$ cat src/rtl/smg_pkg.sv
package smg_pkg;
  typedef enum logic [1:0] {
    TGT_DRAM  = 2'd0,
    TGT_VIDEO = 2'd1,
    TGT_ZERO  = 2'd2,
    TGT_FLASH = 2'd3
  } tgt_e;

  typedef struct packed {
    logic       lock;
    logic [1:0] tsz;
    logic       open;
    logic       en;
  } cfg_t;

  localparam int         CFG_W   = 5;
  localparam logic [1:0] TSZ_OFF = 2'b11;

  // Byte length of the protected top segment for a size code.
  function automatic logic [31:0] seg_bytes(input logic [1:0] code);
    case (code)
      2'b00:   return 32'h0010_0000;
      2'b01:   return 32'h0020_0000;
      2'b10:   return 32'h0080_0000;
      default: return 32'h0000_0000;
    endcase
  endfunction
endpackage

$ cat src/rtl/smg_cfg.sv
module smg_cfg
  import smg_pkg::*;
(
  input  logic             clk,
  input  logic             rst,
  input  logic             we,
  input  logic [CFG_W-1:0] wdata,
  output cfg_t             cfg
);
  cfg_t wr_img;
  cfg_t nxt;

  always_comb begin
    wr_img = cfg_t'(wdata);
    if (wr_img.lock) wr_img.open = 1'b0;
    nxt = (we && !cfg.lock) ? wr_img : cfg;
  end

  always_ff @(posedge clk) begin
    if (rst) begin
      cfg <= '{lock: 1'b0, tsz: TSZ_OFF, open: 1'b0, en: 1'b0};
    end else begin
      cfg <= nxt;
    end
  end

  AST_LOCK_STICKY: assert property (@(posedge clk) disable iff (rst)
    cfg.lock |=> cfg.lock);
  AST_LOCK_FREEZE: assert property (@(posedge clk) disable iff (rst)
    (cfg.lock && we) |=> $stable(cfg));
  AST_OPEN_SHUT: assert property (@(posedge clk) disable iff (rst)
    cfg.lock |-> !cfg.open);
endmodule

$ cat src/rtl/smg_decode.sv
module smg_decode
  import smg_pkg::*;
#(
  parameter int             AW         = 32,
  parameter logic [AW-1:0]  FLASH_BASE = AW'('hFF80_0000)
) (
  input  logic [AW-1:0] addr,
  input  logic          smm,
  input  logic          write,
  input  cfg_t          cfg,
  input  logic [AW-1:0] tolud,
  output tgt_e          tgt,
  output logic          drop
);
  localparam logic [AW-1:0] LEG_LO = AW'('h000A_0000);
  localparam logic [AW-1:0] LEG_HI = AW'('h000C_0000);

  logic [AW-1:0] seg_len;
  logic [AW-1:0] seg_base;
  logic          in_flash, in_leg, in_seg, below_top;

  always_comb begin
    seg_len   = AW'(seg_bytes(cfg.tsz));
    seg_base  = tolud - seg_len;
    in_flash  = addr >= FLASH_BASE;
    in_leg    = (addr >= LEG_LO) && (addr < LEG_HI);
    below_top = addr < tolud;
    in_seg    = (seg_len != '0) && (addr >= seg_base) && below_top;

    tgt  = TGT_ZERO;
    drop = 1'b0;
    if (in_flash) begin
      tgt  = TGT_FLASH;
      drop = write && !smm;
    end else if (in_leg) begin
      tgt = (cfg.en && (smm || cfg.open)) ? TGT_DRAM : TGT_VIDEO;
    end else if (in_seg) begin
      tgt  = smm ? TGT_DRAM : TGT_ZERO;
      drop = write && !smm;
    end else if (below_top) begin
      tgt = TGT_DRAM;
    end else begin
      tgt  = TGT_ZERO;
      drop = write;
    end
  end
endmodule

$ cat src/rtl/smg_smi.sv
module smg_smi #(
  parameter int            PW        = 16,
  parameter logic [PW-1:0] TRIG_PORT = PW'('h00B2)
) (
  input  logic          clk,
  input  logic          rst,
  input  logic          io_valid,
  input  logic          io_write,
  input  logic [PW-1:0] io_port,
  output logic          smi_pulse
);
  logic hit;
  assign hit = io_valid && io_write && (io_port == TRIG_PORT);

  always_ff @(posedge clk) begin
    if (rst) smi_pulse <= 1'b0;
    else     smi_pulse <= hit;
  end

  AST_SMI_RAISE: assert property (@(posedge clk) disable iff (rst)
    (io_valid && io_write && io_port == TRIG_PORT) |=> smi_pulse);
  AST_SMI_QUIET: assert property (@(posedge clk) disable iff (rst)
    !(io_valid && io_write) |=> !smi_pulse);
endmodule

$ cat src/rtl/smram_gate.sv
module smram_gate
  import smg_pkg::*;
#(
  parameter int            AW         = 32,
  parameter int            PW         = 16,
  parameter logic [AW-1:0] FLASH_BASE = AW'('hFF80_0000),
  parameter logic [PW-1:0] TRIG_PORT  = PW'('h00B2)
) (
  input  logic             clk,
  input  logic             rst,
  input  logic             cfg_we,
  input  logic [CFG_W-1:0] cfg_wdata,
  output logic [CFG_W-1:0] cfg_q,
  input  logic [AW-1:0]    top_low_mem,
  input  logic             req_valid,
  input  logic             req_write,
  input  logic             req_smm,
  input  logic [AW-1:0]    req_addr,
  output logic             rsp_valid,
  output logic [1:0]       rsp_target,
  output logic             rsp_drop,
  input  logic             io_valid,
  input  logic             io_write,
  input  logic [PW-1:0]    io_port,
  output logic             smi_pulse
);
  cfg_t cfg;
  tgt_e dec_tgt;
  logic dec_drop;
  tgt_e tgt_q;

  smg_cfg u_cfg (
    .clk   (clk),
    .rst   (rst),
    .we    (cfg_we),
    .wdata (cfg_wdata),
    .cfg   (cfg)
  );

  smg_decode #(.AW(AW), .FLASH_BASE(FLASH_BASE)) u_dec (
    .addr  (req_addr),
    .smm   (req_smm),
    .write (req_write),
    .cfg   (cfg),
    .tolud (top_low_mem),
    .tgt   (dec_tgt),
    .drop  (dec_drop)
  );

  smg_smi #(.PW(PW), .TRIG_PORT(TRIG_PORT)) u_smi (
    .clk       (clk),
    .rst       (rst),
    .io_valid  (io_valid),
    .io_write  (io_write),
    .io_port   (io_port),
    .smi_pulse (smi_pulse)
  );

  always_ff @(posedge clk) begin
    if (rst) begin
      rsp_valid <= 1'b0;
      tgt_q     <= TGT_DRAM;
      rsp_drop  <= 1'b0;
    end else begin
      rsp_valid <= req_valid;
      tgt_q     <= dec_tgt;
      rsp_drop  <= req_valid && dec_drop;
    end
  end

  assign rsp_target = tgt_q;
  assign cfg_q      = cfg;

  AST_RSP_FOLLOW: assert property (@(posedge clk) disable iff (rst)
    req_valid |=> rsp_valid);
  AST_RSP_IDLE: assert property (@(posedge clk) disable iff (rst)
    !req_valid |=> !rsp_valid);
  AST_FLASH_GUARD: assert property (@(posedge clk) disable iff (rst)
    (req_valid && req_write && !req_smm && req_addr >= FLASH_BASE) |=> rsp_drop);
  AST_FLASH_PASS: assert property (@(posedge clk) disable iff (rst)
    (req_valid && req_smm && req_addr >= FLASH_BASE) |=> !rsp_drop);
  AST_ZERO_DROP: assert property (@(posedge clk) disable iff (rst)
    (req_valid && req_write) |=> (rsp_target != 2'(TGT_ZERO) || rsp_drop));
  AST_READ_KEEP: assert property (@(posedge clk) disable iff (rst)
    !req_write |=> !rsp_drop);
endmodule

$ cat config.mk
export PLATFORM = sky130hd
export DESIGN_NAME = smram_gate
export DESIGN_NICKNAME = d
export VERILOG_FILES = /design/src/rtl/smg_pkg.sv /design/src/rtl/smg_cfg.sv /design/src/rtl/smg_decode.sv /design/src/rtl/smg_smi.sv /design/src/rtl/smram_gate.sv
export SDC_FILE = /design/constraint.sdc
export NUM_CORES = 1
export LEC_CHECK = 0
export BUFFER_PORTS_ARGS = -buffer_cell sky130_fd_sc_hd__clkbuf_2
export CAP_MARGIN = 0
export CORE_ASPECT_RATIO = 1.1
export CORE_MARGIN = 5
export CORE_UTILIZATION = 49
export CTS_CLUSTER_SIZE = 8
export DETAILED_ROUTE_END_ITERATION = 10
export PLACE_DENSITY = 0.95
export SYNTH_ARGS = -nofsm -noshare
export SYNTH_HDL_FRONTEND = slang
export SYNTH_SLANG_ARGS = --single-unit
export TNS_END_PERCENT = 5
$ cat constraint.sdc
create_clock -name clk -period 7.8 [get_ports clk]
set_input_delay 0.39 -clock clk [delete_from_list [all_inputs] [get_ports clk]]
set_output_delay 0.39 -clock clk [all_outputs]
set_load 0.05 [all_outputs]
==> flow_summary.toml, run 1 <==
[status]
status = "complete, no violations"

[drt]
drc = 0
num_vias = 2091
ant_nets = 0
first_pass_iters = 4
vias_per_cell = 5.35
avgRoutedWirePerCell_um = 13.5
finalWirelength_um = 5290
drtIter0Drc = 52

[placed_design]
placed_cells = 388
port_buffers = 102
place_congestion = 0.972
dpl_cell_area_sq_um = 2410
hpwlAfterDp_um = 4800

[power_and_ir_drop]
clkPwrFrac_pct = 22.6
p_leak_nw = 1.34
p_sw_w = 0.0000903
power.share.sequential_pct = 24.0
p_int_w = 0.000143
switching_share_pct = 38.7
power.density_nw_per_um2 = 95.1
pwr-share-comb_pct = 53.4
vdd_drop_max_mv = 0.125

[synthesis]
synth_edf_count = 0
synth_top_area_share_pct = 31.9
ys_warn_count = 0
syn_inst = 238
synthFlopType = "dfxtp_1"
synth_fp_nets = 379
ys_types = 41
ys_top_cells_by_area = "ha_1 32%, dfxtp_1 11%, inv_1 7.3%"
ys_seq_area_share_pct = 10.9
ys_seq_elements = 10
synthesis.area_sq_um = 1840
postSynthAreaPerCell_sq_um = 7.75
yosysTopAreaCell = "ha_1"
async_flop_share_pct = 0

[cts]
clk_path_buf_depth = 2
clockRootBuffer = "clkbuf_8"
cts_made_buffers = 3
cts_post_setup_buffers_inserted = 0
cts_tree = "yes"
ctsHoldBuffers = 0
clk_latency_ns = 0.24
cts.sinks = 10
cts_resized = 0
clk_pin_slew_ns = 0.04
htreeDepth = 1

[setup_path]
worstSetupStartpointType = "flip-flop"
max_stage_delay_ns = 0.39
cp.arrival_ns = 3.38
crit_fanout = 6
end_kind = "flip-flop"
crit_path_top_delay_cell = "fa_1"
path_cells = "nor2_1 > ha_1 > inv_1 > fa_1 > o21ai_0 > nand2_1 > nor4_1 > xnor2_1 > ha_1 > nand4_1 > inv_1 > a21oi_1 > o211ai_1 > nor4_2 > a211oi_2"
crit_type = "reg -> reg"
critPathRequiredTime_ns = 7.91

[timing]
hold_viol_final = 0
final-setup-viol-count = 0
slew_viol_final = 0
max_freq_ghz = 0.306
worst_hold_slack_ns = 0.309
grt_setup_unrepaired = "no"
worst_slew_pin_slew_ns = 0.452
finalCritPeriodShare_pct = 41.9
fin_crit_ns = 3.27
final.setup_skew_ns = 0.000916
max_slew_margin_pct = 69.8
finalSetupTns_ns = 0

[global_routing]
gr-total-overflow = 0
grt_start_max_net_pins = 10
grt_pass1_wl_um = 8120
grt_usage_pct = 20.5
antenna_found_initial = 0
grt_pass1_vias = 2055

[layout]
n_antenna_cell = 0
drive_gt1_share_pct = 33.4
finalInstanceArea_sq_um = 2450
finalNonFillerCells = 391
fin_util_pct = 67.1
area_growth_pct = 32.9
nets = 484

[die]
start_util_pct = 50.5
die_x_um = 68.5
ios = 103
rows = 23
die_h_um = 74.3
die-area_sq_um = 5090
core_sq_um = 3650

[worst_hold_path]
hold_path.class = "in -> reg"

[run]
drv_cap = 0
-- layer usage --
metal  share of wire [%]  vias to the layer above  wire length [um]  GRT usage [%]
met5                   0                        -                 0              0
met4                 1.7                        0                88           5.52
met3                 8.2                       13               433           4.23
met2                  51                       78              2680           38.1
met1                  39                      925              2080           23.2
li1                    -                     1075                 -              -
-- worst paths after layout --
path,start,to,slack [ns],depth (start not counted)
min reg2reg,u_cfg.cfg[1],u_cfg.cfg[1],0.49,2
max,u_cfg.cfg[3],rsp_target[1],4.53,15
min,io_port[12],u_smi.smi_pulse,0.31,2
max reg2reg,u_cfg.cfg[3],rsp_target[1],4.53,15
-- metrics by stage --
step | setup WS, ns | total power [W]
2_1_floorplan | 4.57 | 0.000133
3_3_place_gp | 4.56 | 0.000175
3_5_place_dp | 4.43 | 0.000180
4_1_cts | 4.51 | 0.000234
5_1_grt | 4.13 | 0.000252
6_report | 4.53 | 0.000233
-- synthesized netlist by cell type, types with 2 or more instances --
| cell | instances |
|---|---|
| ha_1 | 47 |
| inv_1 | 36 |
| a21oi_1 | 22 |
| nand2_1 | 19 |
| nor2_1 | 12 |
| dfxtp_1 | 10 |
| o21ai_0 | 10 |
| nand4_1 | 9 |
| nor2b_1 | 7 |
| xnor2_1 | 7 |
| nor3_1 | 6 |
| nor4_1 | 6 |
| nand2b_1 | 5 |
| a211o_1 | 3 |
| a211oi_1 | 3 |
| and4_1 | 3 |
| a21o_1 | 2 |
| a31oi_1 | 2 |
| clkbuf_1 | 2 |
| nand3_1 | 2 |
| nor4_2 | 2 |
| nor4b_1 | 2 |
| o21ai_1 | 2 |
| xor2_1 | 2 |
-- area by class of cell --
type / instances / area, sq um
fill: 326 / 1200
multi-input combinational: 190 / 1500
tap: 50 / 62.6
sequential: 10 / 200
timing repair buffer: 102 / 510
clock buffer: 3 / 41.3
inverter: 36 / 135
-- critical path, delay by kind of cell, from the launching register on --
| family | cells | cell delay (ns) |
|---|---|---|
| buffers and inverters | 2 | 0.12 |
| xor gates and xnor gates | 1 | 0.16 |
| and+or+nand+nor | 5 | 1.06 |
| adders and majority gates | 3 | 0.79 |
| AOI/OAI and AO/OA | 4 | 0.69 |
| DFF | 1 | 0.33 |
-- placed cells by master (no fill, tap or decap), types with 5 or more instances in the layout --
cell        n
dfxtp_1    10
nor2_1     12
nor3_1      6
a21oi_1    22
xnor2_1     7
nor4_1      6
o21ai_0    10
clkbuf_2  102
nor2b_1     7
ha_1       47
nand2b_1    5
nand2_1    19
inv_1      36
nand4_1     9
-- registers in the layout, summed over array words and instances, names as in the netlist --
name	flops
u_smi.smi_pulse	1
rsp_valid	1
rsp_target	2
u_cfg.cfg	5
rsp_drop	1
-- power groups by stage --
| stage | registers, W | logic [W] | clock network [W] |
|---|---|---|---|
| 6_report | 0.0000561 | 0.000125 | 0.0000526 |
| 3_5_place_dp | 0.0000569 | 0.000124 | 0 |
| 4_1_cts | 0.0000561 | 0.000124 | 0.0000532 |
| 3_3_place_gp | 0.0000568 | 0.000118 | 0 |
| 5_1_grt | 0.0000565 | 0.000140 | 0.0000563 |
| 2_1_floorplan | 0.0000663 | 0.0000663 | 0 |
-- kinds of logic after synthesis --
kind of cell               synth area share [%]
muxes                                     0.543
DFF                                        10.9
and+or+nand+nor                            25.1
adders and majority gates                  33.0
xor gates and xnor gates                   4.27
AOI/OAI and AO/OA                          18.5
buffers and inverters                      7.73
No activity file was read; power rests on OpenSTA's default activity.
==> run 2: changes to the inputs <==
Settings changed: CORE_UTILIZATION 49 to 45, PLACE_DENSITY 0.95 to 0.9.
Clock period 7.8 ns to 3.29 ns, I/O delays scaled along.
==> run 2 against run 1 <==
Clock power increased by 130%. First-iteration DRC count decreased by 46%. Worst setup slack got worse by 4.3 ns. Global-route usage decreased by 2.5 points. Final cell count increased by 0.77%. Critical path type unchanged. Critical endpoint unchanged.
==> flow_summary.toml, run 2 (synthesis gave the netlist of run 1 again) <==
[die]
die_h_um = 77.1
core_sq_um = 3960
die-area_sq_um = 5480
start_util_pct = 46.5
ios = 103
die_x_um = 71.0
rows = 24

[global_routing]
grt_pass1_vias = 2084
antenna_found_initial = 0
use_met3_pct = 4.44
met1_usage_pct = 18.9
grt_start_max_net_pins = 10
grt_usage_pct = 18.0
gr-total-overflow = 0
grt_pass1_wl_um = 8310
use_met2_pct = 35.6
grt-busiest-layer = "met2"

[timing]
final.setup_skew_ns = 0.00327
max_freq_ghz = 0.326
final-setup-viol-count = 0
max_slew_margin_pct = 68.5
worst_slew_pin_slew_ns = 0.472
layout_setup_ws_ns = 0.220
grt_setup_unrepaired = "no"
fin_crit_ns = 3.07
finalSetupTns_ns = 0
finalCritPeriodShare_pct = 93.3
slew_viol_final = 0
worst_hold_slack_ns = 0.0990
hold_viol_final = 0

[layout]
finalInstanceArea_sq_um = 2470
n_antenna_cell = 0
fill_cells = 377
final_cell_mix = "102 x clkbuf_2, 47 x ha_1, 36 x inv_1"
area_growth_pct = 34.1
mostFrequentLayoutCell = "clkbuf_2"
regMostFlops = "u_cfg.cfg"
largest_register_ffs = 5
nets = 485
drive_gt1_share_pct = 34.2

[cts]
cts_tree = "yes"
cts_made_buffers = 3
htreeDepth = 1
ctsHoldBuffers = 0
clk_path_buf_depth = 2
clk_latency_ns = 0.23
clk_pin_slew_ns = 0.04
cts.sinks = 10
clockRootBuffer = "clkbuf_8"

[drt]
avgRoutedWirePerCell_um = 13.2
drtIter0Drc = 28
num_vias = 2058
first_pass_iters = 4
ant_nets = 0
drc = 0
finalWirelength_um = 5190
vias_per_cell = 5.22

[setup_path]
worstSetupStartpointType = "flip-flop"
reg2reg_depth = 14
end_kind = "flip-flop"
cp.arrival_ns = 3.17
critPathRequiredTime_ns = 3.39
crit_type = "reg -> reg"
crit_fanout = 6

[run]
drv_cap = 0

[power_and_ir_drop]
vdd_drop_max_mv = 0.337
p_leak_nw = 1.35
power.density_nw_per_um2 = 222

[status]
status = "complete, no violations"

[placed_design]
port_buffers = 102
place_congestion = 0.984
dpl_cell_area_sq_um = 2420
hpwlAfterDp_um = 4790
dp_slack_ns = 0.191

[worst_hold_path]
min_path_cells = 2
hold_path.class = "in -> reg"
==> run 2: cell types whose count changed in the layout (fill, tap and decap cells not counted) <==
cell	change
nor4_2	+1
o21ai_1	+1
buf_4	+1
a211oi_1	-1
nor4_1	-1
a211oi_2	+1
o21ai_0	-1
==> run 2: final cells by class <==
cell class	count	area, sq um	area share [%]
Clock buffer	3	41.3	1.67
Inverter	36	135	5.47
Multi-Input combinational cell	190	1510	61.2
Sequential cell	10	200	8.10
Tap cell	52	65.1	2.63
Timing Repair Buffer	103	518	21.0
==> run 2: what timing repair did <==
item	in CTS	in global routing
setup endpoints to repair	0	2
buffers inserted	0	0
resized for setup	0	3
==> run 2: report_power, final <==
group	internal, W	switching [W]	leakage (nW)
clock	0.0000794	0.0000402	0.0216
combinational	0.000133	0.000164	1.24
sequential	0.000128	0.00000490	0.0822
total	0.000341	0.000209	1.35
==> run 2: per-stage QoR <==
step | total power [W] | util (%) | instances
after floorplan | 0.000314 | - | 238
after global placement | 0.000418 | 61.0 | 391
after detailed placement | 0.000429 | 61.0 | 391
after CTS | 0.000552 | 62.1 | 394
after global routing | 0.000599 | 62.4 | 394
final | 0.000550 | 62.4 | 394
==> run 2: critical path, stage by stage, from the launching register on <==
cell      delay [ns]
dfxtp_1         0.34
nand2b_1        0.20
ha_1            0.30
a211oi_2        0.31
nand2b_1        0.18
nand2_1         0.09
nor3_1          0.19
xnor2_1         0.15
ha_1            0.27
a21oi_1         0.15
o21ai_0         0.08
a21oi_1         0.12
o211ai_1        0.10
nor4_2          0.35
a211oi_2        0.11
==> run 2: final timing paths <==
check / to / startpoint / slack (ns)
setup / recovery: rsp_target[1] / u_cfg.cfg[3] / 0.22
hold / removal: u_smi.smi_pulse / io_port[15] / 0.1
setup reg to reg: rsp_target[1] / u_cfg.cfg[3] / 0.22
hold reg to reg: u_cfg.cfg[1] / u_cfg.cfg[1] / 0.49
==> run 2: layer usage <==
layer / up-vias / part of all wire [%]
li1: 1075 / -
met4: 0 / 1.3
met2: 67 / 54
met5: - / 0
met1: 910 / 37
met3: 6 / 7.7
==> run 3: changes to the inputs <==
Settings changed: CORE_UTILIZATION 45 to 46, PLACE_DENSITY 0.9 to 0.92, SYNTH_HIERARCHICAL set to 1.
Clock period 3.29 ns to 3.5 ns, I/O delays scaled along.
==> run 3 against run 2 <==
Area after synthesis up 0.68%. Wire length up 2.7%. Final cell count down 0.25%. Flip-flop and latch count unchanged. Die area down 1.3%. First-iteration DRC count rose to 3.4 times the previous value. Global-route usage up 1.7 points. Critical path depth up 3. Worst setup slack better by 0.011 ns. Final area up 1.6%. Critical endpoint is now rsp_drop. Largest cell class unchanged. Largest power group unchanged.
==> flow_summary.toml, run 3 <==
[status]
status = "complete, no violations"

[timing]
hold_viol_final = 0
final.setup_skew_ns = 0.00425
max_freq_ghz = 0.306
max_slew_margin_pct = 72.6
finalCritPeriodShare_pct = 93.4
slew_viol_final = 0
fin_crit_ns = 3.27
worst_slew_pin_slew_ns = 0.407
final-setup-viol-count = 0

[layout]
finalNonFillerCells = 393
n_antenna_cell = 0
nets = 483
drive_gt1_share_pct = 36.1
final_cell_mix = "102 x clkbuf_2, 47 x ha_1, 35 x inv_1"
area_growth_pct = 35.3
mostFrequentLayoutCell = "clkbuf_2"
fin_util_pct = 63.9
regMostFlops = "u_cfg/cfg"
largest_register_ffs = 5
finalInstanceArea_sq_um = 2510
fill_cells = 354

[synthesis]
synthAdderAreaFrac_pct = 32.7
synthFlopType = "dfxtp_1"
ys_top_cells_by_area = "ha_1 32%, dfxtp_1 11%, inv_1 7.1%"
ys_seq_elements = 10
async_flop_share_pct = 0
synth_edf_count = 0
ys_seq_area_share_pct = 10.8
synth_top_family_by_area = "adder cells"
syn_inst = 235
postSynthAreaPerCell_sq_um = 7.90
yosysTopAreaCell = "ha_1"
synth_commonest_cells = "47 x ha_1, 35 x inv_1, 20 x a21oi_1"
synth-compound-area-share_pct = 17.5
synth_fp_nets = 376
synthMuxAreaShare_pct = 1.08
ys_warn_count = 6
synth_top_area_share_pct = 31.7
synth_most_common_cell = "ha_1"
synth-xor-area-share_pct = 4.25
synthesis.area_sq_um = 1860
ys_types = 43
synthSimpleGateAreaFrac_pct = 25.9

[power_and_ir_drop]
power.density_nw_per_um2 = 223
switching_share_pct = 37.1
power.share.sequential_pct = 22.4
p_leak_nw = 1.39
pwr-share-comb_pct = 51.5
vdd_drop_max_mv = 0.135
p_int_w = 0.000352
clkPwrFrac_pct = 26.1
p_sw_w = 0.000208

[cts]
cts_post_setup_buffers_inserted = 0
htreeDepth = 1
cts.sinks = 10
cts_made_buffers = 3
cts_resized = 0
cts_tree = "yes"
clk_latency_ns = 0.24
clk_path_buf_depth = 2
clk_pin_slew_ns = 0.05
ctsHoldBuffers = 0
clockRootBuffer = "clkbuf_8"

[run]
drv_cap = 0

[die]
die-area_sq_um = 5410
rows = 24
die_h_um = 76.6
die_x_um = 70.6
ios = 103
core_sq_um = 3930
start_util_pct = 47.2

[drt]
num_vias = 2097
first_pass_iters = 4
ant_nets = 0
drtIter0Drc = 95
vias_per_cell = 5.34
avgRoutedWirePerCell_um = 13.6
finalWirelength_um = 5330
drc = 0

[setup_path]
path_cells = "nor2_1 > ha_1 > inv_1 > fa_2 > o21ai_2 > nand2_1 > nor4_2 > xnor2_1 > ha_1 > a21oi_1 > nand2_1 > a21oi_1 > o311ai_1 > o31ai_2 > o211ai_1 > and3b_1 > and3b_1"
cp.arrival_ns = 3.40
crit_type = "reg -> reg"
critPathRequiredTime_ns = 3.63
end_kind = "flip-flop"
crit_fanout = 6
crit_path_top_delay_cell = "fa_2"
path_buf_inv = 1
worstSetupStartpointType = "flip-flop"
crit_family = "compound AO/OA/AOI/OAI gates"
max_stage_delay_ns = 0.36

[placed_design]
placed_cells = 389
port_buffers = 102
hpwlAfterDp_um = 4720
dpl_cell_area_sq_um = 2430
place_congestion = 0.873

[global_routing]
grt_start_max_net_pins = 11
grt_pass1_wl_um = 8980
grt_usage_pct = 19.7
gr-total-overflow = 0
grt_pass1_vias = 2156
antenna_found_initial = 0

[worst_hold_path]
hold_path.class = "in -> reg"
[run 3: final timing paths]
kind	startpoint	endpoint	slack [ns]	depth (start not counted)
max	u_cfg/cfg[3]	rsp_drop	0.23	17
min	cfg_wdata[2]	u_cfg/cfg[2]	0.15	2
max reg2reg	u_cfg/cfg[3]	rsp_drop	0.23	17
min reg2reg	u_cfg/cfg[0]	u_cfg/cfg[0]	0.53	2
[run 3: routing by layer]
metal,global-route usage [%],part of all wire (%)
met3,4.75,7.8
met4,4.32,1.3
met2,38.3,54
met1,20.8,37
met5,0,0
[run 3: stage by stage]
stage          TNS [ns]  power [W]  hold WS, ns  setup slack, ns
2_1_floorplan         0   0.000302        0.247           0.0380
3_3_place_gp          0   0.000400        0.382            0.155
3_5_place_dp          0   0.000408        0.384           0.0929
4_1_cts               0   0.000558        0.137           0.0747
5_1_grt         -0.0355   0.000609        0.147          -0.0355
6_report              0   0.000560        0.146            0.231
[run 3: cell families after synthesis]
family          after synthesis
simple gates                 81
buf+inv                      36
fa+ha+maj                    48
xor+xnor                      9
flops                        10
mux                           2
compound gates               49
[run 3: final cells by class]
cell class | count | area (sq um) | share of cell area, %
tap | 52 | 65.1 | 2.59
multi-input combinational | 189 | 1540 | 61.4
timing repair buffer | 103 | 518 | 20.6
inverter | 35 | 131 | 5.23
sequential | 10 | 201 | 8.02
clock buffer | 4 | 55.1 | 2.19
[run 3: power by group through the flow]
stage                     Clock (W)  Sequential [W]  Combinational, W
after detailed placement          0        0.000127          0.000281
after global routing       0.000157        0.000126          0.000325
after CTS                  0.000150        0.000125          0.000283
after floorplan                   0        0.000148          0.000153
after global placement            0        0.000127          0.000273
final                      0.000146        0.000125          0.000288
